**config.mk**
```make
export PLATFORM = sky130hd
export DESIGN_NAME = adc_host_ctrl
export DESIGN_NICKNAME = d
export VERILOG_FILES = /design/src/rtl/adc_host_pkg.sv /design/src/rtl/busy_sync.sv /design/src/rtl/rate_tick.sv /design/src/rtl/down_timer.sv /design/src/rtl/adc_host_ctrl.sv
export SDC_FILE = /design/constraint.sdc
export NUM_CORES = 1
export LEC_CHECK = 0
export ABC_AREA = 1
export BUFFER_PORTS_ARGS = -buffer_cell sky130_fd_sc_hd__buf_2
export CAP_MARGIN = 20
export CORE_MARGIN = 4
export CORE_UTILIZATION = 40
export DETAILED_ROUTE_END_ITERATION = 10
export GPL_ROUTABILITY_DRIVEN = 0
export PLACE_DENSITY_LB_ADDON = 0.05
export SETUP_SLACK_MARGIN = 0.05
export SKIP_LAST_GASP = 1
export SYNTH_ARGS = -nofsm -noshare
export SYNTH_HDL_FRONTEND = slang
export SYNTH_SLANG_ARGS = --single-unit
```
**constraint.sdc**
```tcl
create_clock -name clk_i -period 1.9 [get_ports clk_i]
set_input_delay 0.19 -clock clk_i [delete_from_list [all_inputs] [get_ports clk_i]]
set_output_delay 0.19 -clock clk_i [all_outputs]
set_load 0.01 [all_outputs]
```
**src/rtl/adc_host_pkg.sv**
```systemverilog
package adc_host_pkg;
  typedef enum logic [2:0] {
    ST_IDLE,
    ST_START,
    ST_WAIT_RISE,
    ST_WAIT_FALL,
    ST_READ
  } ctl_state_e;
endpackage

```
**src/rtl/busy_sync.sv**
```systemverilog
module busy_sync #(
  parameter int STAGES = 2
) (
  input  logic clk_i,
  input  logic rst_ni,
  input  logic busy_i,
  output logic busy_s_o,
  output logic fall_o
);
  logic [STAGES-1:0] sh_q;
  logic              prev_q;

  always_ff @(posedge clk_i or negedge rst_ni) begin
    if (!rst_ni) begin
      sh_q   <= '0;
      prev_q <= 1'b0;
    end else begin
      sh_q   <= {sh_q[STAGES-2:0], busy_i};
      prev_q <= sh_q[STAGES-1];
    end
  end

  assign busy_s_o = sh_q[STAGES-1];
  assign fall_o   = prev_q & ~sh_q[STAGES-1];
endmodule

```
**src/rtl/rate_tick.sv**
```systemverilog
module rate_tick #(
  parameter int PW = 16
) (
  input  logic          clk_i,
  input  logic          rst_ni,
  input  logic          en_i,
  input  logic [PW-1:0] period_i,
  output logic          tick_o
);
  logic [PW-1:0] cnt_q;
  logic          last;

  assign last   = (period_i <= PW'(1)) || (cnt_q >= period_i - PW'(1));
  assign tick_o = en_i & last;

  always_ff @(posedge clk_i or negedge rst_ni) begin
    if (!rst_ni)        cnt_q <= '0;
    else if (!en_i)     cnt_q <= '0;
    else if (last)      cnt_q <= '0;
    else                cnt_q <= cnt_q + PW'(1);
  end
endmodule

```
**src/rtl/down_timer.sv**
```systemverilog
module down_timer #(
  parameter int TW = 8
) (
  input  logic          clk_i,
  input  logic          rst_ni,
  input  logic          load_i,
  input  logic [TW-1:0] val_i,
  output logic          zero_o
);
  logic [TW-1:0] cnt_q;

  always_ff @(posedge clk_i or negedge rst_ni) begin
    if (!rst_ni)              cnt_q <= '0;
    else if (load_i)          cnt_q <= val_i;
    else if (cnt_q != '0)     cnt_q <= cnt_q - TW'(1);
  end

  assign zero_o = (cnt_q == '0);
endmodule

```
**src/rtl/adc_host_ctrl.sv**
```systemverilog
module adc_host_ctrl
  import adc_host_pkg::*;
#(
  parameter int DW        = 12,
  parameter int PW        = 16,
  parameter int CLK_NS    = 10,
  parameter int QUIET_NS  = 140,
  parameter int START_CYC = 3,
  parameter int RISE_TMO  = 16,
  parameter int FALL_TMO  = 4096,
  parameter int SYNC_STG  = 2
) (
  input  logic          clk_i,
  input  logic          rst_ni,
  input  logic          req_i,
  input  logic          auto_en_i,
  input  logic [PW-1:0] period_i,
  input  logic          cs_tied_i,
  input  logic          busy_i,
  input  logic [DW-1:0] data_i,
  output logic          convst_no,
  output logic          cs_no,
  output logic          rd_no,
  output logic          smp_valid_o,
  output logic [DW-1:0] smp_data_o,
  output logic          err_o
);
  localparam int QUIET_CYC = (QUIET_NS + CLK_NS - 1) / CLK_NS;
  localparam int QW        = $clog2(QUIET_CYC + 1);
  localparam int MAX_A     = (RISE_TMO > FALL_TMO) ? RISE_TMO : FALL_TMO;
  localparam int MAX_T     = (MAX_A > START_CYC) ? MAX_A : START_CYC;
  localparam int TW        = $clog2(MAX_T + 1);

  ctl_state_e state_q, state_d;
  logic busy_s, busy_fall, tick;
  logic tmr_load, tmr_zero, q_load, q_zero;
  logic [TW-1:0] tmr_val;
  logic pend_q, dummy_q, start_real, cap, err_d;

  busy_sync #(.STAGES(SYNC_STG)) i_sync (
    .clk_i(clk_i), .rst_ni(rst_ni), .busy_i(busy_i),
    .busy_s_o(busy_s), .fall_o(busy_fall)
  );

  rate_tick #(.PW(PW)) i_rate (
    .clk_i(clk_i), .rst_ni(rst_ni), .en_i(auto_en_i),
    .period_i(period_i), .tick_o(tick)
  );

  down_timer #(.TW(TW)) i_tmr (
    .clk_i(clk_i), .rst_ni(rst_ni), .load_i(tmr_load),
    .val_i(tmr_val), .zero_o(tmr_zero)
  );

  down_timer #(.TW(QW)) i_quiet (
    .clk_i(clk_i), .rst_ni(rst_ni), .load_i(q_load),
    .val_i(QW'(QUIET_CYC)), .zero_o(q_zero)
  );

  always_comb begin
    state_d    = state_q;
    tmr_load   = 1'b0;
    tmr_val    = '0;
    q_load     = 1'b0;
    cap        = 1'b0;
    err_d      = 1'b0;
    start_real = 1'b0;
    case (state_q)
      ST_IDLE: begin
        if (q_zero && (dummy_q || pend_q)) begin
          state_d    = ST_START;
          tmr_load   = 1'b1;
          tmr_val    = TW'(START_CYC - 1);
          start_real = ~dummy_q;
        end
      end
      ST_START: begin
        if (tmr_zero) begin
          state_d  = ST_WAIT_RISE;
          tmr_load = 1'b1;
          tmr_val  = TW'(RISE_TMO);
        end
      end
      ST_WAIT_RISE: begin
        if (busy_s) begin
          state_d  = ST_WAIT_FALL;
          tmr_load = 1'b1;
          tmr_val  = TW'(FALL_TMO);
        end else if (tmr_zero) begin
          state_d = ST_IDLE;
          err_d   = 1'b1;
          q_load  = 1'b1;
        end
      end
      ST_WAIT_FALL: begin
        if (busy_fall) begin
          state_d = ST_READ;
          q_load  = 1'b1;
        end else if (tmr_zero) begin
          state_d = ST_IDLE;
          err_d   = 1'b1;
          q_load  = 1'b1;
        end
      end
      ST_READ: begin
        cap     = 1'b1;
        state_d = ST_IDLE;
      end
      default: state_d = ST_IDLE;
    endcase
  end

  always_ff @(posedge clk_i or negedge rst_ni) begin
    if (!rst_ni) begin
      state_q     <= ST_IDLE;
      pend_q      <= 1'b0;
      dummy_q     <= 1'b1;
      smp_valid_o <= 1'b0;
      smp_data_o  <= '0;
      err_o       <= 1'b0;
    end else begin
      state_q     <= state_d;
      pend_q      <= (pend_q & ~start_real) | req_i | tick;
      smp_valid_o <= cap & ~dummy_q;
      err_o       <= err_d;
      if (cap) begin
        smp_data_o <= data_i;
        dummy_q    <= 1'b0;
      end
    end
  end

  assign convst_no = (state_q != ST_START);
  assign rd_no     = (state_q != ST_READ);
  assign cs_no     = cs_tied_i ? 1'b0 : rd_no;

  a_r4_no_read_busy: assert property (@(posedge clk_i) disable iff (!rst_ni)
    !rd_no |-> !busy_s);
  a_r3_start_high_at_fall: assert property (@(posedge clk_i) disable iff (!rst_ni)
    busy_fall |-> convst_no);
  a_r5_valid_single: assert property (@(posedge clk_i) disable iff (!rst_ni)
    smp_valid_o |=> !smp_valid_o);
  a_r5_valid_after_read: assert property (@(posedge clk_i) disable iff (!rst_ni)
    smp_valid_o |-> $past(!rd_no));
  a_r9_err_single: assert property (@(posedge clk_i) disable iff (!rst_ni)
    err_o |=> !err_o);
  a_r8_cs_tied: assert property (@(posedge clk_i) disable iff (!rst_ni)
    (cs_tied_i && $stable(cs_tied_i)) |-> !cs_no);
endmodule

```
# Word-level counts from Yosys, hierarchy flattened
# Index checks and enable logic that the tools add are counted.
# Widths: inputs -> output; s select.
[word_totals]
ff_bits = 55
latch_bits = 0
mem_bits_rw = 0
mem_bits_ro = 0
inputBits = 34
out_inout_bits = 17
elab_cells = 74
memories = 0
[op_classes]
add_sub_neg = 4
mul = 0
div = 0
magnitude_cmp = 2
eq_ne = 8
shift = 0
muxes = 29
n_bitwise = 9
reduce_logical = 11
[ops]
columns = ["op", "n"]
rows = [
  ["$mux 13", 3],
  ["$pmux 13 s3", 1],
  ["$mux 16", 2],
  ["$add 16x1->16 const B", 1],
  ["$ge 16x16->1", 1],
  ["$le 16x1->1 const B", 1],
  ["$sub 16x1->16 const B", 1],
  ["$mux 3", 5],
  ["$logic_not 13->1", 1],
  ["$reduce_bool 13->1", 1],
  ["$sub 13x1->13 const B", 1],
  ["$pmux 3 s4", 1],
  ["$mux 1", 10],
  ["$mux 4", 2],
  ["$eq 3x2->1 const B", 2],
  ["$mux 5", 1],
  ["$and 1x1->1", 4],
  ["$logic_not 4->1", 1],
  ["$pmux 1 s2", 2],
  ["$reduce_bool 2->1", 2],
  ["$reduce_bool 4->1", 1],
  ["$sub 4x1->4 const B", 1],
  ["$eq 3x1->1 const B", 1],
  ["$eq 3x3->1 const B", 1],
  ["other kinds (12)", 16],
]

# Logic depth before layout (Yosys ltp)
# Gate-level depths: netlist of the first run.
[depth]
depth_word = 8
ltp_mapped = 18
ltp_nobuf = 18

# Hierarchy
# From an unflattened synthesis of the first run, not the netlist that was laid out.
[unflattened]
cells_unflattened = 516
hier_area_um2 = 3738.6
[by_module_without_submodules]
columns = ["module", "instances", "cells_per_inst", "area_each_um2", "seq_area_each_um2"]
rows = [
  ["rate_tick", 1, 228, 1609.0, 400.4],
  ["down_timer at i_tmr", 1, 135, 910.9, 325.3],
  ["adc_host_ctrl", 1, 114, 890.9, 476.7],
  ["down_timer at i_quiet", 1, 34, 242.7, 100.1],
  ["busy_sync", 1, 5, 85.1, 75.1],
]

# Worst setup path before layout of the first run
# Ideal clock, no wire load.
[synth_path]
kind = "input -> register"
start = "input period_i[0]"
end = "register i_rate.cnt_q[10]"
setup_ps = 69
arrival_ps = 1992
required_ps = 1831
slack_ps = -161
cell_stages = 15
n_path_buf = 1
cell_sequence = "inv_1 ha_1 nand2_1 nor3_1 xor2_1 inv_1 ha_1 nand2_1 a21oi_1 nor2_1 nand2_1 nor2_2 nand3_4 buf_8 nor2_2"
[synth_via]
elab_chain_cells = 5
word_cells_on_any_way = 6
classes_between = "1 x add/sub; 2 x order compare; 2 x mux; 1 x reduce/logical"
[synth_lines]
columns = ["element", "line", "source"]
rows = [
  ["from (decl)", "adc_host_ctrl.sv:17", "input logic [PW-1:0] period_i,"],
  ["$sub 16x1->16", "rate_tick.sv:13", "assign last = (period_i <= PW'(1)) || (cnt_q >= period_i - PW'(1));"],
  ["$ge 16x16->1", "rate_tick.sv:13", ""],
  ["$logic_or 1x1->1 *", "rate_tick.sv:13", ""],
  ["$mux 16 *", "rate_tick.sv:19", "else if (last) cnt_q <= '0;"],
  ["$mux 16 *", "rate_tick.sv:18", "else if (!en_i) cnt_q <= '0;"],
  ["to (signal assigned)", "rate_tick.sv:20", "else cnt_q <= cnt_q + PW'(1);"],
  ["to (decl)", "rate_tick.sv:10", "logic [PW-1:0] cnt_q;"],
]
# Mark *: on every way between the ends. The rest lies on a longest branch, timed or not.
# A chain may end at the register's enable or synchronous reset.

# Worst setup path in the final report of the first run
[layout_path]
start = "input period_i[6]"
end = "register i_rate.cnt_q[5]"
# Same word-level chain as after synthesis.

==> impl_summary.txt, run 1 <==
----------------------------------------------------
[Drt]
  # DRC ... 0
  Met2 routed wirelength ... 3.90 mm
  Detail-routed via count per cell ... approximately 4.6
  Total number of vias ... 2,984
  Final antenna-violating net count ... 0
  Average wire per standard cell ... 11.8 microns
  Met1 wire length ... 3.48 mm
  Iter 0 DRT Violations ... 75
  DR pass1 iterations ... 4
  Detailed route wirelength on metal3 ... 184 microns
  Post-Route WL ... 7.66 mm
  Highest layer used for signal routing ... met4

[Worst setup path]
  Delay-heaviest family, CP ... simple AND/OR/NAND/NOR gates
  Critical path class ... primary input to flip-flop
  Cell-by-cell listing of the critical path ... buf_6 > inv_4 > nand2_4 > nor3_4 > nand2_2 > nor2_4 > buf_4 > nand2_1 > xor2_1 > ha_1 > nand2_1 > a21oi_1 > nor2_1 > nand2_1 > nor2_2 > nand3_4 > buf_16 > nor2_4
  Cell type of the slowest stage on the worst timing path ... ha_1
  Data required time at the worst endpoint ... approximately 2.1 ns
  Arr. time, crit path ... approximately 2.2 ns
  Crit-path max FO ... 8
  Maximum cell stage delay along the critical path ... 0.27 ns
  Startpoint types ... primary input
  Buf/Inv on CP ... 4
  Critical path endpoint category ... flip-flop
  Cell occurring most often along the worst timing path ... nand2_1

[GRT]
  Antenna violations before repair ... 0
  Via count of the first global-routing pass ... approximately 3,000
  All-Layer GR Usage ... around 16%
  Global-route wire length before repair ... 13.1 mm
  Remaining Overflow, GRT ... 0
  Maximum number of pins on one net before global-route repair ... 30

[Clock tree]
  Clock transition at the registers of the reported paths ... 0.09 ns
  H-tree lvl count ... 2
  Clock latency at the later pin of the worst-skew pair ... 0.30 ns
  Maximum clock path buffer count ... 2
  CTS sink cnt ... 55
  Number of buffers created by CTS ... 5
  TritonCTS clock tree ... built
  CTS Root Buffer Type ... clkbuf_8

[Placed design]
  Number of buffer cells added on primary ports ... 50
  Placed wire-length estimate ... 5.85 mm
  Placed instance count ... 624
  Post-Place Setup Slack ... -0.507 ns

[STA]
  Setup repair after global routing missed its margin ... true
  Tcrit/Tclk final ... 105%
  Worst max-slew margin expressed relative to the limit ... 54.6%
  Finish-stage setup viols ... 17
  Period minus WS final ... approximately 2.0 ns
  Least setup slack across all paths after layout ... -0.100 ns
  Final number of max-transition violations ... 0
  Fmax ... about 500 MHz
  Total count of hold-check failures in the final report ... 0
  Actual transition at the worst max-transition pin ... approximately 0.7 ns
  Setup skew after layout ... 0.00600 ns

[Worst hold path]
  Worst Hold Class ... primary input to flip-flop

[Pwr]
  P_leak ... 2.32 nW
  Power per cell area ... a little over 900 nW/um^2
  Overall power consumption ... 4.30 mW
  VDD IR-drop max ... 0.420 mV

[Synth]
  Fraction of the yosys area taken by sequential cells ... 39.7%
  Async S/R FF share, synth ... 100%
  Gate Count Post-Synth ... 445
  Synth Net Count ... 501
  Number of enable flip-flop cells after synthesis ... 0
  Number of synthesis warnings ... 0
  Synth Cell Area ... 3470 sq um
  Primary FF master, synth ... dfrtp_1
  Seq cells post-synth ... 55
  Count of unique library cells instantiated by Yosys ... 33
  Avg Synthesized Cell Area ... 7.81 sq um

[Die]
  I/O Pins ... 51
  Die Wd ... 101 microns
  Full die area ... 10,200 sq um
  Die extent in y ... approximately 100 microns
  Starting Density ... between 40% and 50%
  Std-Cell Rows ... 33
  Core area ... ~8300 sq um

[Layout]
  Multi-input logic area ... 2080 sq um
  Relative area change from synthesis to final layout ... 32.3%
  Most common library cell in the layout ignoring fill and taps ... nand2_1
  Fillers ... approximately 800
  Most used cells in the layout excluding fill and tap cells ... nand2_1 (113), dfrtp_1 (54), buf_2 (43), inv_1 (42), nor2_1 (42)
  Share of the core filled with cells in the final layout ... 55.1%
  Final Net Count ... 598
  Antenna cell count ... 0
  Share of cells above drive strength 1 ... 33.0%
  Final Non-Filler Cells ... approximately 650
  Sequential standard cell area ... 1380 sq um

[Run status]
  Outcome ... finished, violations left
  Violations in the final reports ... negative setup slack

[Job]
  Number of maximum-capacitance violations ... 0

----------------------------------------------------
cell type report:
cell class | instances | area share (%)
clock buffer | 7 | 1.66
tap | 105 | 2.86
timing repair buffer | 94 | 14.8
multi-input combinational | 329 | 45.2
sequential | 55 | 30.0
inverter | 57 | 4.84
clock inverter | 1 | 0.653
stage by stage:
stage	hold slack (ns)	TNS [ns]	area (sq um)
after floorplan	-0.106	-0.420	3530
after global routing	0.0822	-3.52	4600
after CTS	0.0706	-0.0589	4440
final	0.0804	-1.28	4600
after detailed placement	0.273	-8.33	4100
after global placement	0.270	-7.77	4100
per-layer routing:
| metal | global-route usage [%] | vias up |
|---|---|---|
| met4 | 3.78 | 0 |
| li1 | - | 1568 |
| met5 | 0 | - |
| met1 | 19.4 | 1366 |
| met3 | 2.07 | 8 |
| met2 | 29.2 | 42 |
power breakdown:
group	leakage (nW)	total [mW]	internal, mW	switching [mW]
combinational	1.58	1.79	0.754	1.03
clock	0.0524	0.774	0.395	0.379
sequential	0.682	1.74	1.50	0.238
registers in the layout, summed over array words and instances, names as in the netlist:
| name | count |
|---|---|
| i_rate.cnt_q | 16 |
| i_tmr.cnt_q | 13 |
| smp_data_o | 12 |
| i_quiet.cnt_q | 4 |
| state_q | 3 |
| i_sync.sh_q | 2 |
| dummy_q | 1 |
| err_o | 1 |
| i_sync.prev_q | 1 |
| pend_q | 1 |
| smp_valid_o | 1 |
cell families (layout without fill, tap and decap cells):
logic type / count (synthesis) / count (layout) / synth area share, %
xor gates and xnor gates: 36 / 36 / 9.08
AOI/OAI and AO/OA: 20 / 20 / 3.10
and+or+nand+nor: 251 / 251 / 33.0
buffers and inverters: 61 / 159 / 7.20
DFF: 55 / 55 / 39.7
adders and majority gates: 22 / 22 / 7.92
worst min-delay path, delay by kind of cell:
| kind | cells | cell delay, ns |
|---|---|---|
| AOI/OAI and AO/OA | 1 | 0.04 |
| buffers and inverters | 1 | 0.07 |
| and+or+nand+nor | 1 | 0.05 |
path summary, 6_finish.rpt:
check / from / to / slack, ns / cells after the start
min: req_i / pend_q$_DFF_PN0_ / 0.08 / 3
max reg2reg: i_rate.cnt_q[3]$_DFF_PN0_ / i_rate.cnt_q[5]$_DFF_PN0_ / 0.14 / 11
max: period_i[6] / i_rate.cnt_q[5]$_DFF_PN0_ / -0.10 / 18
min in group asynchronous: rst_ni / i_sync.sh_q[1]$_DFF_PN0_ / 0.46 / 2
min reg2reg: i_sync.sh_q[0]$_DFF_PN0_ / i_sync.sh_q[1]$_DFF_PN0_ / 0.36 / 0
max in group asynchronous: rst_ni / i_rate.cnt_q[12]$_DFF_PN0_ / 0.84 / 3
synth_stat cells (5+ instances only):
library cell,instances,share of area [%]
nand3_1,19,2.7
dfrtp_1,54,39
nor2_2,17,3.1
inv_1,51,5.5
xor2_1,23,5.8
nand2_2,6,1.1
o21ai_0,5,0.72
a21oi_1,10,1.4
inv_2,6,0.65
nor2_1,57,6.2
ha_1,22,7.9
nand2_1,124,13
xnor2_1,13,3.3
nor3_1,10,1.4
timing repair:
action,in CTS,in global routing
endpoints found under the setup margin,17,17
pin swaps,7,24
cloned,1,0
setup buffers,8,5
hold buffers,2,0
hold endpoints to repair,28,0
gates resized for setup,34,30
(Power assumes the default switching activity.)
==> inputs of run 2 (changes only) <==
--- a/config.mk
+++ b/config.mk
@@ -6,13 +6,15 @@
 export NUM_CORES = 1
 export LEC_CHECK = 0
 export ABC_AREA = 1
-export BUFFER_PORTS_ARGS = -buffer_cell sky130_fd_sc_hd__buf_2
 export CAP_MARGIN = 20
 export CORE_MARGIN = 4
 export CORE_UTILIZATION = 40
 export DETAILED_ROUTE_END_ITERATION = 10
+export DONT_BUFFER_PORTS = 1
 export GPL_ROUTABILITY_DRIVEN = 0
+export HOLD_SLACK_MARGIN = 0.03
 export PLACE_DENSITY_LB_ADDON = 0.05
+export RECOVER_POWER = 25
 export SETUP_SLACK_MARGIN = 0.05
 export SKIP_LAST_GASP = 1
 export SYNTH_ARGS = -nofsm -noshare
==> impl_summary.txt, run 2 (synthesis results as in run 1) <==
----------------------------------------------------
[Layout]
  Share of cells above drive strength 1 ... slightly above 20%
  Antenna cell count ... 0
  Final Net Count ... 544
  Largest Register ... i_rate.cnt_q
  Final Non-Filler Cells ... 594
  Most common library cell in the layout ignoring fill and taps ... nand2_1
  Top flop regs ... i_rate.cnt_q: 16 flops, i_tmr.cnt_q: 13 flops, smp_data_o: 12 flops
  Flip-flop count of the largest register, all copies and words added ... 16
  Relative area change from synthesis to final layout ... 22.6%
  Fillers ... 820
  Most used cells in the layout excluding fill and tap cells ... nand2_1 (118), dfrtp_1 (54), nor2_1 (48), inv_1 (44), xor2_1 (23)

[Clock tree]
  Clock latency at the later pin of the worst-skew pair ... roughly 0.30 ns
  Number of buffers created by CTS ... 5
  Clock transition at the registers of the reported paths ... 0.10 ns
  H-tree lvl count ... 2
  CTS Root Buffer Type ... clkbuf_8
  Maximum clock path buffer count ... 2
  CTS sink cnt ... 55
  TritonCTS clock tree ... built

[Worst setup path]
  Arr. time, crit path ... between 2 and 2.5 ns
  Startpoint types ... primary input
  Cell-by-cell listing of the critical path ... nor2_4 > nand3_4 > inv_2 > nand2_2 > nor2_4 > nand2_2 > xor2_1 > ha_1 > nand2_1 > inv_2 > nand2_1 > nand2_1 > nand2_1 > nand2_2 > nor2_4 > nand3_4 > clkbuf_16 > nor2_1
  Cell type of the slowest stage on the worst timing path ... ha_1
  Data required time at the worst endpoint ... 2.15 ns
  Maximum cell stage delay along the critical path ... between 0.3 and 0.4 ns
  Critical path class ... primary input to flip-flop
  Cell occurring most often along the worst timing path ... nand2_1
  Crit-path max FO ... 8
  Critical path endpoint category ... flip-flop

[Placed design]
  Placed wire-length estimate ... 5.58 mm
  Post-Place Setup Slack ... -0.326 ns
  Placed instance count ... 566
  Number of buffer cells added on primary ports ... 0

[STA]
  Setup repair after global routing missed its margin ... true
  Least setup slack across all paths after layout ... 0.136 ns
  Final number of max-transition violations ... 0
  Actual transition at the worst max-transition pin ... ~1.3 ns
  Total count of hold-check failures in the final report ... 0
  Tcrit/Tclk final ... 92.8%
  Setup skew after layout ... 0.0110 ns
  Fmax ... 567 MHz
  Period minus WS final ... 1.76 ns
  Finish-stage setup viols ... 0
  Worst max-slew margin expressed relative to the limit ... 10.7%

[Drt]
  Detail-routed via count per cell ... between 4 and 5
  Iter 0 DRT Violations ... 117
  # DRC ... 0
  Final antenna-violating net count ... 0
  Total number of vias ... between 2,000 and 3,000
  Post-Route WL ... about 7.4 mm
  Average wire per standard cell ... 12.4 microns
  DR pass1 iterations ... 4

[GRT]
  Via count of the first global-routing pass ... 2,770
  Remaining Overflow, GRT ... 0
  Global-route wire length before repair ... about 13 mm
  All-Layer GR Usage ... 15.0%
  Antenna violations before repair ... 0
  Maximum number of pins on one net before global-route repair ... 56

[Worst hold path]
  Worst Hold Class ... primary input to flip-flop

[Run status]
  Outcome ... finished clean

[Pwr]
  P_leak ... 2.06 nW
  VDD IR-drop max ... 0.381 mV
  Power per cell area ... between 900 and 1000 nW/um^2

[Die]
  Starting Density ... 41.6%
  I/O Pins ... 51
  Die Wd ... a little over 100 microns
  Full die area ... between 10,000 and 15,000 sq um
  Core area ... 8340 sq um
  Std-Cell Rows ... 33
  Die extent in y ... 101 microns

[Job]
  Number of maximum-capacitance violations ... 0

----------------------------------------------------
[run 2: per-stage QoR]
step                      hold slack (ns)  TNS [ns]  cell area, sq um  power (mW)  utilization, %
final                              0.0392         0              4260        4.11            51.0
after global routing               0.0440   -0.0894              4260        4.50            51.0
after CTS                          0.0482         0              4090        4.15            49.0
after detailed placement           -0.104     -5.04              3780        3.29            45.3
after global placement             -0.104     -4.72              3780        3.27            45.3
after floorplan                    -0.106    -0.420              3530        2.97               -
[run 2: routing by layer]
metal  vias to the layer above  share of wire (%)  GRT usage, %
li1                       1457                  -             -
met1                      1324                 45          18.8
met2                        44                 50          26.4
met3                         8                3.3          2.75
met4                         0                1.4          4.50
met5                         -                  0             0
[run 2: power by group]
part           switching (mW)  internal (mW)  total, mW  leakage (nW)
Clock                   0.386          0.399      0.785        0.0558
Sequential              0.321           1.50       1.82         0.682
Combinational           0.882          0.620       1.50          1.32
Total                    1.59           2.52       4.11          2.06
[run 2: final timing paths]
check	startpoint	endpoint	slack [ns]	cells past startpoint
worst min-delay path	auto_en_i	pend_q$_DFF_PN0_	0.04	2
worst min register to register	i_sync.sh_q[0]$_DFF_PN0_	i_sync.sh_q[1]$_DFF_PN0_	0.37	0
min in group asynchronous	rst_ni	i_sync.prev_q$_DFF_PN0_	0.72	2
worst max-delay path	period_i[2]	i_rate.cnt_q[2]$_DFF_PN0_	0.14	18
max in group asynchronous	rst_ni	i_rate.cnt_q[10]$_DFF_PN0_	0.36	2
worst max register to register	i_rate.cnt_q[7]$_DFF_PN0_	i_rate.cnt_q[2]$_DFF_PN0_	0.17	11
[run 2: layout make-up]
cell class / instances / area, sq um / share of cell area (%)
Clock buffer: 6 / 72.6 / 1.70
Clock inverter: 2 / 38.8 / 0.911
Inverter: 57 / 260 / 6.11
Multi-Input combinational cell: 329 / 2010 / 47.2
Sequential cell: 55 / 1380 / 32.4
Tap cell: 105 / 131 / 3.09
Timing Repair Buffer: 40 / 365 / 8.58
[run 2: repair_timing]
| item | CTS | global route |
|---|---|---|
| hold buffers | 16 | 0 |
| gates cloned | 0 | 1 |
| setup buffers | 1 | 2 |
| setup endpoints to repair | 16 | 17 |
| endpoints found under the hold margin | 69 | 0 |
| resized for setup | 0 | 38 |
| pin swaps | 1 | 17 |
[run 2: critical path: cells and delay by family]
family	cells	cell delay [ns]
buf+inv	3	0.31
fa+ha+maj	1	0.31
simple gates	13	1.03
xor+xnor	1	0.16
==> inputs of run 3 (changes only) <==
==> constraint.sdc (replaced) <==
create_clock -name clk_i -period 1.68 [get_ports clk_i]
set_input_delay 0.168 -clock clk_i [delete_from_list [all_inputs] [get_ports clk_i]]
set_output_delay 0.168 -clock clk_i [all_outputs]
set_load 0.01 [all_outputs]
==> impl_summary.txt, run 3 (synthesis results as in run 1) <==
----------------------------------------------------
[STA]
  Tcrit/Tclk final ... 106%
  Fmax ... 562 MHz
  Total count of hold-check failures in the final report ... 0
  Final number of max-transition violations ... 0
  Actual transition at the worst max-transition pin ... 0.745 ns
  Least setup slack across all paths after layout ... -0.0994 ns
  Setup skew after layout ... around 0.0055 ns
  Worst max-slew margin expressed relative to the limit ... 50.3%
  Period minus WS final ... 1.78 ns
  Finish-stage setup viols ... 17
  Setup repair after global routing missed its margin ... true

[Drt]
  Average wire per standard cell ... 12.4 microns
  Post-Route WL ... between 7 and 8 mm
  Iter 0 DRT Violations ... 57
  DR pass1 iterations ... 4
  Total number of vias ... between 2,000 and 3,000
  Final antenna-violating net count ... 0
  Detail-routed via count per cell ... 4.70
  # DRC ... 0

[Worst setup path]
  Cell type of the slowest stage on the worst timing path ... ha_1
  Arr. time, crit path ... 2.02 ns
  Reg2reg end ... i_rate.cnt_q[1]$_DFF_PN0_
  Critical path class ... primary input to flip-flop
  Data required time at the worst endpoint ... between 1.5 and 2 ns
  Launching point of the worst reg2reg path ... i_rate.cnt_q[3]$_DFF_PN0_
  Startpoint types ... primary input
  Maximum cell stage delay along the critical path ... 0.27 ns
  Worst reg-to-reg path cell count ... 11
  Critical path endpoint category ... flip-flop
  Cell-by-cell listing of the critical path ... inv_2 > nand2_4 > nor3_4 > nand2_2 > nor2_4 > nand2_1 > xor2_1 > ha_1 > nand2_1 > a21oi_2 > nor2_1 > nand2_1 > nor2_2 > nand3_4 > buf_16 > nor2_4
  Crit-path max FO ... 8
  Cell occurring most often along the worst timing path ... nand2_1
  Worst setup slack for register-to-register paths ... 0.01 ns

[Layout]
  Most common library cell in the layout ignoring fill and taps ... nand2_1
  Largest Register ... i_rate.cnt_q
  Relative area change from synthesis to final layout ... 26.9%
  Final Net Count ... 564
  Top flop regs ... i_rate.cnt_q: 16 flops, i_tmr.cnt_q: 13 flops, smp_data_o: 12 flops
  Most used cells in the layout excluding fill and tap cells ... nand2_1 (117), dfrtp_1 (54), nor2_1 (43), inv_1 (41), buf_4 (41)
  Share of cells above drive strength 1 ... between 20% and 30%
  Flip-flop count of the largest register, all copies and words added ... 16
  Antenna cell count ... 0
  Final Non-Filler Cells ... 614

[Placed design]
  Placed wire-length estimate ... 5.63 mm
  Placed instance count ... 577
  Number of buffer cells added on primary ports ... 0

[Worst hold path]
  Startpoint of the lowest-slack hold path ... auto_en_i
  Worst hold path stage count ... 3
  Worst Hold Endpoint ... i_rate.cnt_q[15]$_DFF_PN0_
  Worst Hold Class ... primary input to flip-flop

[Pwr]
  Part of the total power dissipated in sequential elements ... between 40% and 50%
  Overall power consumption ... about 4.7 mW
  Switching power as a share of total power ... around two fifths
  Relative contribution of the clock network to total power ... between 10% and 20%
  Switching pwr ... approximately 1.8 mW
  Combinational group share of total power ... 39.3%
  P_leak ... 2.16 nW
  P_int ... between 2 and 3 mW
  Power per cell area ... ~1100 nW/um^2
  VDD IR-drop max ... 0.396 mV

[Clock tree]
  Clock transition at the registers of the reported paths ... 0.10 ns
  CTS Root Buffer Type ... clkbuf_8
  Clock latency at the later pin of the worst-skew pair ... 0.30 ns
  CTS sink cnt ... 55
  Number of buffers created by CTS ... 5
  H-tree lvl count ... 2
  TritonCTS clock tree ... built
  Maximum clock path buffer count ... 2

[GRT]
  All-Layer GR Usage ... roughly 16%
  Via count of the first global-routing pass ... around 3,000
  Antenna violations before repair ... 0
  Global-route wire length before repair ... 13.2 mm
  Remaining Overflow, GRT ... 0
  Maximum number of pins on one net before global-route repair ... 56

[Die]
  Starting Density ... 41.6%
  Core area ... 8340 sq um
  Die extent in y ... between 100 and 150 microns
  Full die area ... about 10,000 sq um
  Std-Cell Rows ... 33
  Die Wd ... 101 microns
  I/O Pins ... 51

[Job]
  Number of maximum-capacitance violations ... 0

[Run status]
  Violations in the final reports ... negative setup slack
  Outcome ... finished, violations left

----------------------------------------------------
==> run 3: cell count changes in the layout (fill, tap and decap cells not counted), moves of 3 or more <==
cell,previous run,this run
buf_4,22,41
inv_2,9,14
nor2_1,48,43
inv_1,44,41
nor2_4,13,16
==> run 3: worst max path at each step <==
stage / cells past startpoint / endpoint / startpoint / slack, ns
floorplan: 18 / i_rate.cnt_q[10]$_DFF_PN0_ / period_i[1] / -0.24
global placement: 13 / i_rate.cnt_q[2]$_DFF_PN0_ / period_i[1] / -0.49
detailed placement: 13 / i_rate.cnt_q[0]$_DFF_PN0_ / period_i[1] / -0.52
CTS: 15 / i_rate.cnt_q[1]$_DFF_PN0_ / period_i[0] / -0.03
global route: 18 / i_rate.cnt_q[2]$_DFF_PN0_ / period_i[7] / -0.22
finish: 16 / i_rate.cnt_q[1]$_DFF_PN0_ / period_i[7] / -0.1
==> run 3: metal layers <==
layer / part of all wire, % / GRT usage [%] / up-vias / routed length (microns)
li1: - / - / 1504 / -
met5: 0 / 0 / - / 0
met1: 45 / 20.2 / 1347 / 3450
met2: 51 / 27.6 / 28 / 3900
met3: 2.3 / 2.48 / 6 / 173
met4: 1.0 / 4.40 / 0 / 79
==> run 3: final cells by class <==
type | count | area (sq um)
Clock inverter | 1 | 8.76
Fill cell | 816 | 3930
Multi-Input combinational cell | 329 | 2060
Timing Repair Buffer | 60 | 523
Sequential cell | 55 | 1380
Tap cell | 105 | 131
Inverter | 57 | 220
Clock buffer | 7 | 86.3
==> run 3: through the flow <==
stage / setup slack [ns] / util (%) / TNS (ns) / area, sq um / hold WS (ns)
final: -0.0994 / 52.9 / -1.27 / 4410 / 0.172
after global routing: -0.222 / 52.9 / -3.27 / 4410 / 0.167
after CTS: -0.0350 / 51.8 / -0.370 / 4320 / 0.159
after detailed placement: -0.520 / 46.3 / -8.39 / 3860 / -0.126
after global placement: -0.491 / 46.3 / -8.06 / 3860 / -0.126
after floorplan: -0.240 / - / -3.15 / 3530 / -0.128
==> run 3: critical path, delay by kind of cell <==
family | cells | cell delay, ns
buf+inv | 2 | 0.22
simple gates | 11 | 1.11
fa+ha+maj | 1 | 0.27
compound gates | 1 | 0.05
xor+xnor | 1 | 0.19
==> run 3: power by group through the flow <==
stage	Sequential, mW	Combinational, mW	Clock (mW)
2_1_floorplan	2.01	1.35	0
6_report	2.06	1.83	0.762
5_1_grt	2.11	2.11	0.863
4_1_cts	2.06	1.80	0.802
3_5_place_dp	2.09	1.69	0
3_3_place_gp	2.09	1.67	0
==> run 3: timing repair <==
action	4_1_cts	5_1_grt
setup endpoints to repair	17	20
gates cloned	1	0
setup buffers	7	4
pin swaps	5	10
gates resized for setup	26	19
endpoints found under the hold margin	69	0
hold buffers	17	0
